===== src/rtl/evc_pkg.sv =====
package evc_pkg;
  localparam int unsigned OFS_CTRL     = 32'h1C00;
  localparam int unsigned OFS_ENA      = 32'h1C04;
  localparam int unsigned OFS_IRQ_W0   = 32'h1C70;
  localparam int unsigned OFS_IRQ_W1   = 32'h1C74;
  localparam int unsigned OFS_IRQ_W2   = 32'h1C78;
  localparam int unsigned OFS_IRQ_W3   = 32'h1C7C;
  localparam int unsigned OFS_SEL_BASE = 32'h1C80;
  localparam int unsigned OFS_VER      = 32'h1CF0;
  localparam int unsigned OFS_CNT_BASE = 32'h1D00;

  typedef enum logic {
    IRQ_MAP_STD = 1'b0,
    IRQ_MAP_ALT = 1'b1
  } irq_map_e;
endpackage


===== src/rtl/evc_event_sel.sv =====
module evc_event_sel #(
  parameter int NUM_EVT = 16,
  parameter int CODE_W  = 8,
  parameter logic [CODE_W-1:0] CYCLE_CODE = '1
) (
  input  logic [CODE_W-1:0]  code_i,
  input  logic [NUM_EVT-1:0] evt_i,
  output logic               hit_o
);
  localparam int IDX_W = (NUM_EVT > 1) ? $clog2(NUM_EVT) : 1;

  logic [IDX_W-1:0] idx;
  assign idx = code_i[IDX_W-1:0];

  always_comb begin
    if (code_i == CYCLE_CODE) hit_o = 1'b1;
    else if (32'(code_i) < 32'(NUM_EVT)) hit_o = evt_i[idx];
    else hit_o = 1'b0;
  end
endmodule


===== src/rtl/evc_counter.sv =====
module evc_counter #(
  parameter int CNT_W = 64
) (
  input  logic             clk_i,
  input  logic             rst_ni,
  input  logic             inc_i,
  input  logic             ld_i,
  input  logic [CNT_W-1:0] ld_val_i,
  output logic [CNT_W-1:0] cnt_o,
  output logic             wrap_o
);
  always_ff @(posedge clk_i or negedge rst_ni) begin
    if (!rst_ni) cnt_o <= '0;
    else if (ld_i) cnt_o <= ld_val_i;
    else if (inc_i) cnt_o <= cnt_o + 1'b1;
  end

  // load wins: a loaded counter never reports a wrap
  assign wrap_o = inc_i & ~ld_i & (&cnt_o);

  p_step_r2: assert property (@(posedge clk_i) disable iff (!rst_ni)
    (inc_i && !ld_i) |=> cnt_o == $past(cnt_o) + 1'b1);
  p_hold_r3: assert property (@(posedge clk_i) disable iff (!rst_ni)
    (!inc_i && !ld_i) |=> $stable(cnt_o));
  p_load_r7: assert property (@(posedge clk_i) disable iff (!rst_ni)
    ld_i |=> cnt_o == $past(ld_val_i));
endmodule


===== src/rtl/evc_irq.sv =====
module evc_irq #(
  parameter int NUM_CNT = 8
) (
  input  logic               clk_i,
  input  logic               rst_ni,
  input  logic [NUM_CNT-1:0] wrap_i,
  input  logic [NUM_CNT-1:0] clr_i,
  input  logic               mask_we_i,
  input  logic [NUM_CNT-1:0] mask_wd_i,
  output logic [NUM_CNT-1:0] stat_o,
  output logic [NUM_CNT-1:0] mask_o,
  output logic               irq_o
);
  always_ff @(posedge clk_i or negedge rst_ni) begin
    if (!rst_ni) begin
      stat_o <= '0;
      mask_o <= '1;
    end else begin
      stat_o <= (stat_o & ~clr_i) | wrap_i;
      if (mask_we_i) mask_o <= mask_wd_i;
    end
  end

  assign irq_o = |(stat_o & ~mask_o);

  p_set_wins_r9: assert property (@(posedge clk_i) disable iff (!rst_ni)
    (|wrap_i) |=> ((stat_o & $past(wrap_i)) == $past(wrap_i)));
  p_clear_r9: assert property (@(posedge clk_i) disable iff (!rst_ni)
    (|(clr_i & ~wrap_i)) |=> ((stat_o & $past(clr_i & ~wrap_i)) == '0));
  p_sticky_r8: assert property (@(posedge clk_i) disable iff (!rst_ni)
    (clr_i == '0) |=> ((stat_o & $past(stat_o)) == $past(stat_o)));
  p_masked_r10: assert property (@(posedge clk_i) disable iff (!rst_ni)
    (&mask_o) |-> !irq_o);
endmodule


===== src/rtl/evc_bank.sv =====
module evc_bank import evc_pkg::*; #(
  parameter int       NUM_CNT = 8,
  parameter int       NUM_EVT = 16,
  parameter int       CODE_W  = 8,
  parameter int       DW      = 32,
  parameter int       ADDR_W  = 16,
  parameter logic [CODE_W-1:0] CYCLE_CODE = '1,
  parameter logic [DW-1:0]     VERSION    = 32'h0000_0030,
  parameter irq_map_e IRQ_MAP = IRQ_MAP_STD
) (
  input  logic               clk_i,
  input  logic               rst_ni,
  input  logic [NUM_EVT-1:0] evt_i,
  input  logic               req_i,
  input  logic               we_i,
  input  logic [ADDR_W-1:0]  addr_i,
  input  logic [DW-1:0]      wdata_i,
  output logic [DW-1:0]      rdata_o,
  output logic               irq_o
);
  localparam int CNT_W         = 2 * DW;
  localparam int CODES_PER_REG = DW / CODE_W;
  localparam int NUM_SEL       = (NUM_CNT + CODES_PER_REG - 1) / CODES_PER_REG;
  localparam bit ALT           = (IRQ_MAP == IRQ_MAP_ALT);
  localparam int unsigned MASK_OFS = ALT ? OFS_IRQ_W1 : OFS_IRQ_W0;
  localparam int unsigned STAT_OFS = ALT ? OFS_IRQ_W0 : OFS_IRQ_W2;
  localparam int unsigned CLR_OFS  = ALT ? OFS_IRQ_W0 : OFS_IRQ_W3;

  logic wr, rd;
  assign wr = req_i & we_i;
  assign rd = req_i & ~we_i;

  logic hit_ctrl, hit_ena, hit_ver, hit_stat, hit_mask, hit_clr;
  assign hit_ctrl = addr_i == ADDR_W'(OFS_CTRL);
  assign hit_ena  = addr_i == ADDR_W'(OFS_ENA);
  assign hit_ver  = addr_i == ADDR_W'(OFS_VER);
  assign hit_stat = addr_i == ADDR_W'(STAT_OFS);
  assign hit_mask = addr_i == ADDR_W'(MASK_OFS);
  assign hit_clr  = addr_i == ADDR_W'(CLR_OFS);

  logic                          glb_en_q;
  logic [NUM_CNT-1:0]            ena_q;
  logic [NUM_SEL-1:0][DW-1:0]    sel_q;
  logic [NUM_SEL-1:0]            sel_hit;
  logic [DW-1:0]                 wr_lo_q, rd_hi_q;
  logic [NUM_CNT-1:0]            lo_hit, hi_hit, inc, ld, wrap;
  logic [NUM_CNT-1:0][CNT_W-1:0] cnt;
  logic [NUM_CNT-1:0]            stat, mask, clr;

  for (genvar s = 0; s < NUM_SEL; s++) begin : g_sel_dec
    assign sel_hit[s] = addr_i == ADDR_W'(OFS_SEL_BASE + 4 * s);
  end

  // counter slices: code decode, gating, storage
  for (genvar n = 0; n < NUM_CNT; n++) begin : g_cnt
    localparam int SW = n / CODES_PER_REG;
    localparam int SB = (n % CODES_PER_REG) * CODE_W;
    logic ev_hit;

    assign lo_hit[n] = addr_i == ADDR_W'(OFS_CNT_BASE + 8 * n);
    assign hi_hit[n] = addr_i == ADDR_W'(OFS_CNT_BASE + 8 * n + 4);

    evc_event_sel #(
      .NUM_EVT   (NUM_EVT),
      .CODE_W    (CODE_W),
      .CYCLE_CODE(CYCLE_CODE)
    ) u_sel (
      .code_i(sel_q[SW][SB +: CODE_W]),
      .evt_i (evt_i),
      .hit_o (ev_hit)
    );

    assign inc[n] = glb_en_q & ena_q[n] & ev_hit;
    assign ld[n]  = wr & hi_hit[n];

    evc_counter #(.CNT_W(CNT_W)) u_cnt (
      .clk_i   (clk_i),
      .rst_ni  (rst_ni),
      .inc_i   (inc[n]),
      .ld_i    (ld[n]),
      .ld_val_i({wdata_i, wr_lo_q}),
      .cnt_o   (cnt[n]),
      .wrap_o  (wrap[n])
    );
  end

  assign clr = (wr && hit_clr) ? wdata_i[NUM_CNT-1:0] : '0;

  evc_irq #(.NUM_CNT(NUM_CNT)) u_irq (
    .clk_i    (clk_i),
    .rst_ni   (rst_ni),
    .wrap_i   (wrap),
    .clr_i    (clr),
    .mask_we_i(wr & hit_mask),
    .mask_wd_i(wdata_i[NUM_CNT-1:0]),
    .stat_o   (stat),
    .mask_o   (mask),
    .irq_o    (irq_o)
  );

  // half-word views of the addressed counter
  logic          lo_any, hi_any, sel_any;
  logic [DW-1:0] lo_word, hi_word, sel_word;
  always_comb begin
    lo_any  = 1'b0;
    hi_any  = 1'b0;
    sel_any = 1'b0;
    lo_word = '0;
    hi_word = '0;
    sel_word = '0;
    for (int n = 0; n < NUM_CNT; n++) begin
      if (lo_hit[n]) begin
        lo_any  = 1'b1;
        lo_word = cnt[n][DW-1:0];
        hi_word = cnt[n][CNT_W-1:DW];
      end
      if (hi_hit[n]) hi_any = 1'b1;
    end
    for (int s = 0; s < NUM_SEL; s++) begin
      if (sel_hit[s]) begin
        sel_any  = 1'b1;
        sel_word = sel_q[s];
      end
    end
  end

  always_ff @(posedge clk_i or negedge rst_ni) begin
    if (!rst_ni) begin
      glb_en_q <= 1'b0;
      ena_q    <= '0;
      sel_q    <= '0;
      wr_lo_q  <= '0;
      rd_hi_q  <= '0;
    end else begin
      if (wr && hit_ctrl) glb_en_q <= wdata_i[0];
      if (wr && hit_ena)  ena_q    <= wdata_i[NUM_CNT-1:0];
      for (int s = 0; s < NUM_SEL; s++)
        if (wr && sel_hit[s]) sel_q[s] <= wdata_i;
      if (wr && lo_any) wr_lo_q <= wdata_i;
      if (rd && lo_any) rd_hi_q <= hi_word;
    end
  end

  logic [DW-1:0] rd_mux;
  always_comb begin
    rd_mux = '0;
    if (hit_ctrl)      rd_mux[0] = glb_en_q;
    else if (hit_ena)  rd_mux[NUM_CNT-1:0] = ena_q;
    else if (hit_ver)  rd_mux = VERSION;
    else if (hit_stat) rd_mux[NUM_CNT-1:0] = stat;
    else if (hit_mask) rd_mux[NUM_CNT-1:0] = mask;
    else if (sel_any)  rd_mux = sel_word;
    else if (lo_any)   rd_mux = lo_word;
    else if (hi_any)   rd_mux = rd_hi_q;
  end

  always_ff @(posedge clk_i or negedge rst_ni) begin
    if (!rst_ni) rdata_o <= '0;
    else rdata_o <= rd ? rd_mux : '0;
  end

  p_rd_idle_r13: assert property (@(posedge clk_i) disable iff (!rst_ni)
    !rd |=> rdata_o == '0);
  p_version_r12: assert property (@(posedge clk_i) disable iff (!rst_ni)
    (rd && hit_ver) |=> rdata_o == VERSION);
endmodule


===== config.mk =====
export PLATFORM = sky130hd
export DESIGN_NAME = evc_bank
export DESIGN_NICKNAME = d
export VERILOG_FILES = /design/src/rtl/evc_pkg.sv /design/src/rtl/evc_event_sel.sv /design/src/rtl/evc_counter.sv /design/src/rtl/evc_irq.sv /design/src/rtl/evc_bank.sv
export SDC_FILE = /design/constraint.sdc
export NUM_CORES = 2
export LEC_CHECK = 0
export BUFFER_PORTS_ARGS = -buffer_cell sky130_fd_sc_hd__buf_4
export CAP_MARGIN = 10
export CORE_MARGIN = 3
export CORE_UTILIZATION = 45
export DETAILED_ROUTE_END_ITERATION = 7
export PLACE_DENSITY_LB_ADDON = 0.15
export SLEW_MARGIN = 20
export SYNTH_ARGS = -nofsm -noshare
export SYNTH_HDL_FRONTEND = slang
export SYNTH_SLANG_ARGS = --single-unit

===== constraint.sdc =====
create_clock -name clk_i -period 2.6 [get_ports clk_i]
set_clock_uncertainty 0.15 [all_clocks]
set_input_delay 0.65 -clock clk_i [delete_from_list [all_inputs] [get_ports clk_i]]
set_output_delay 0.65 -clock clk_i [all_outputs]
set_load 0.05 [all_outputs]

==> run summary <==
Power density over the cells -> 406 nW/um^2
CTS tree -> yes
Routed WL per cell -> 32.5 um
RSZ-0062 raised after global routing -> yes
Vias in the first global route -> 41,700
Internal power -> 0.0185 W
Final Cycle Share -> 1.13
Register share of total power -> 0.446
Leak -> 27.8 nW
Yosys warnings -> 0
Hold/Removal Path Class -> in2reg
FMAX -> 0.339 GHz
Maximum vdd drop -> 439 uV
Die width -> 309 um
Post-synth top flop -> dfrtp_1
Yosys top cell by area -> dfrtp_1
Final min period -> 2.95 ns
Max-slew violation count -> 0
Skew-Pair Late Insertion Delay -> 0.69 ns
Critical Path RT -> 3.07 ns
Clk pwr share -> 0.507
Die Height -> 309 um
Syn Inst Count -> 4,668
Ys async rst share -> 1.00
Most frequent cell after synthesis -> dfrtp_1
Core Area -> 90,400 um^2
Final Util -> 0.670
CP Capture Type -> flip-flop
Total GRT Usage -> 0.444
Clock sinks -> 697
Post-DRT Antenna Nets -> 0
Worst slew pin tran -> 1.05 ns
Fin worst setup slack -> -0.350 ns
Post-synthesis register bit count -> 697
Status -> finished with violations
CP cell instances -> or4_4 -> a311oi_4 -> a31oi_4 -> buf_6 -> and2_4 -> buf_12 -> buf_8 -> nor4_4 -> nand4_1 -> buf_6 -> nand2_2
Top cells by area in the synthesized netlist -> dfrtp_1 42%, xnor2_1 6.2%, a21oi_1 5.9%
Clock transition at path regs -> 0.07 ns
Setup violators final -> 404
Port-buffer cells -> 100
Crit start category -> flip-flop
Yosys cell types -> 91
HPWL after DPL -> 160,000 um
Number of vias per cell -> 6.61
Fin nets -> 5,718
CTS buffer count -> 83
Kind of critical path -> reg2reg
Vias -> 45,600
DRT iter0 DRCs -> 7,458
Area grow syn2layout -> 47.0%
Starting Density -> 0.456
Maximum number of pins on one net before global-route repair -> 84
Final global-route overflow total -> 0
Gpl congestion -> 1.07
Net switching power -> 0.00603 W
Comb power frac -> 0.046
Deepest clock path buffer count -> 3
Max-cap viol count -> 0
Htree depth -> 3
Initial antenna violation count -> 16
Post-synthesis net count -> 4,744
IO Count -> 101
Crit path max fanout -> 4
Slowest cell on crit path -> or4_4
Failing checks -> DRC, setup timing
Synth top area share -> 0.419
Avg Inst Size Synth -> 8.82 um^2
Post-synthesis sequential area ratio -> 0.424
Die area -> 95,200 um^2
Rows -> 110
Routed WL -> 224,000 um
CP max stage delay -> 0.56 ns
Clk root buf -> clkbuf_16
Synthesized area -> 41,200 um^2
WP data arrival -> 3.42 ns
Cell mode on critical path -> buf_6
Rel. slew slack -> 0.301
Remaining DRCs -> 7
Drt pass-1 iters -> 8
Setup_tns -> -55.56 ns
EDFF count, synth -> 0
Hold_ws -> 0.239 ns
Final Power -> 0.0246 W
Commonest cells post-synth -> 689 x dfrtp_1, 604 x nor2_1, 485 x a21oi_1, 335 x nand2_1, 293 x xnor2_1
First-pass GRT wire length -> 302,000 um
Fraction of layout cells with a size suffix above 1 -> 0.365
Switch share -> 0.246
Final Hold Fails -> 0
==> flip-flops by register name, indices dropped and copies added, names as in the netlist <==
| register | count |
|---|---|
| glb_en_q | 1 |
| ena_q | 8 |
| rdata_o | 32 |
| u_irq.stat_o | 8 |
| rd_hi_q | 32 |
| sel_q | 64 |
| g_cnt.u_cnt.cnt_o | 512 |
| wr_lo_q | 32 |
| u_irq.mask_o | 8 |
==> timing repair <==
item / in CTS / in global routing
setup buffers: 41 / 106
pin swaps: 191 / 631
setup endpoints to repair: 528 / 554
hold endpoints to repair: 17 / 0
gates resized for setup: 296 / 671
hold buffers: 1 / 0
gates cloned: 3 / 16
==> power groups by stage <==
stage / Clock, W / Combinational (W) / Sequential (W)
5_1_grt: 0.0129 / 0.00118 / 0.0110
3_3_place_gp: 0 / 0.00106 / 0.0112
2_1_floorplan: 0 / 0.000249 / 0.0112
6_report: 0.0125 / 0.00114 / 0.0110
3_5_place_dp: 0 / 0.00107 / 0.0112
4_1_cts: 0.0125 / 0.00108 / 0.0110
==> path summary, 6_finish.rpt <==
| check | cells after the start | end | from | slack (ns) |
|---|---|---|---|---|
| max in group asynchronous | 3 | sel_q[42] | rst_ni | 1.03 |
| worst max-delay path | 11 | u_irq.stat_o[5] | sel_q[46] | -0.35 |
| min in group asynchronous | 2 | rdata_o[21] | rst_ni | 0.35 |
| worst min-delay path | 4 | rdata_o[0] | we_i | 0.24 |
| worst min register to register | 2 | u_irq.mask_o[5] | u_irq.mask_o[5] | 0.35 |
| worst max register to register | 11 | u_irq.stat_o[5] | sel_q[46] | -0.35 |
==> worst max-delay path, delay by kind of cell, from the launching register on <==
kind	cells	cell delay [ns]
and+or+nand+nor	5	1.32
buffers and inverters	4	0.65
AOI/OAI and AO/OA	2	0.40
DFF	1	0.37
==> metal layers <==
| metal | GRT usage | vias to the layer above | share of wire |
|---|---|---|---|
| li1 | - | 18900 | - |
| met1 | 0.592 | 22300 | 0.36 |
| met2 | 0.622 | 3514 | 0.40 |
| met3 | 0.126 | 882 | 0.15 |
| met4 | 0.309 | 11 | 0.087 |
| met5 | 0.00693 | - | 0.00063 |
==> placed cells by master, fill, tap and decap left out, types with 95 or more instances in the layout <==
cell type	synthesis	layout
a21oi_1	485	431
buf_12	0	134
buf_4	1	961
buf_6	6	106
clkbuf_16	0	95
dfrtp_1	689	680
nand2_1	335	292
nand3_1	226	162
nand4_1	174	174
nor2_1	604	557
xnor2_1	293	245
xor2_1	186	174
==> cell families (layout without fill, tap and decap cells) <==
family	Yosys count	in the layout	synth area share
simple gates	1899	1901	0.230
compound gates	989	989	0.153
flops	697	697	0.424
xor+xnor	479	479	0.102
buf+inv	436	1476	0.0421
mux	160	160	0.0477
fa+ha+maj	8	8	0.00243
other cells	0	9	0
==> per-stage QoR <==
step	worst slack (ns)	instances	instance area, um^2
finish	-0.350	6895	60500
global route	-0.391	6886	60500
CTS	-0.284	6786	56100
detailed placement	-0.864	6593	51400
global placement	-0.866	6593	51400
floorplan	-0.554	4668	41900
==> area by class of cell <==
cell class | count | area (um^2)
fill | 7129 | 29900
multi-input combinational | 3537 | 26800
sequential | 697 | 17500
timing repair buffer | 1229 | 11600
clock buffer | 124 | 2470
tap | 1176 | 1470
clock inverter | 29 | 359
inverter | 94 | 353
antenna | 9 | 22.5
No activity file was read; power rests on OpenSTA's default activity.
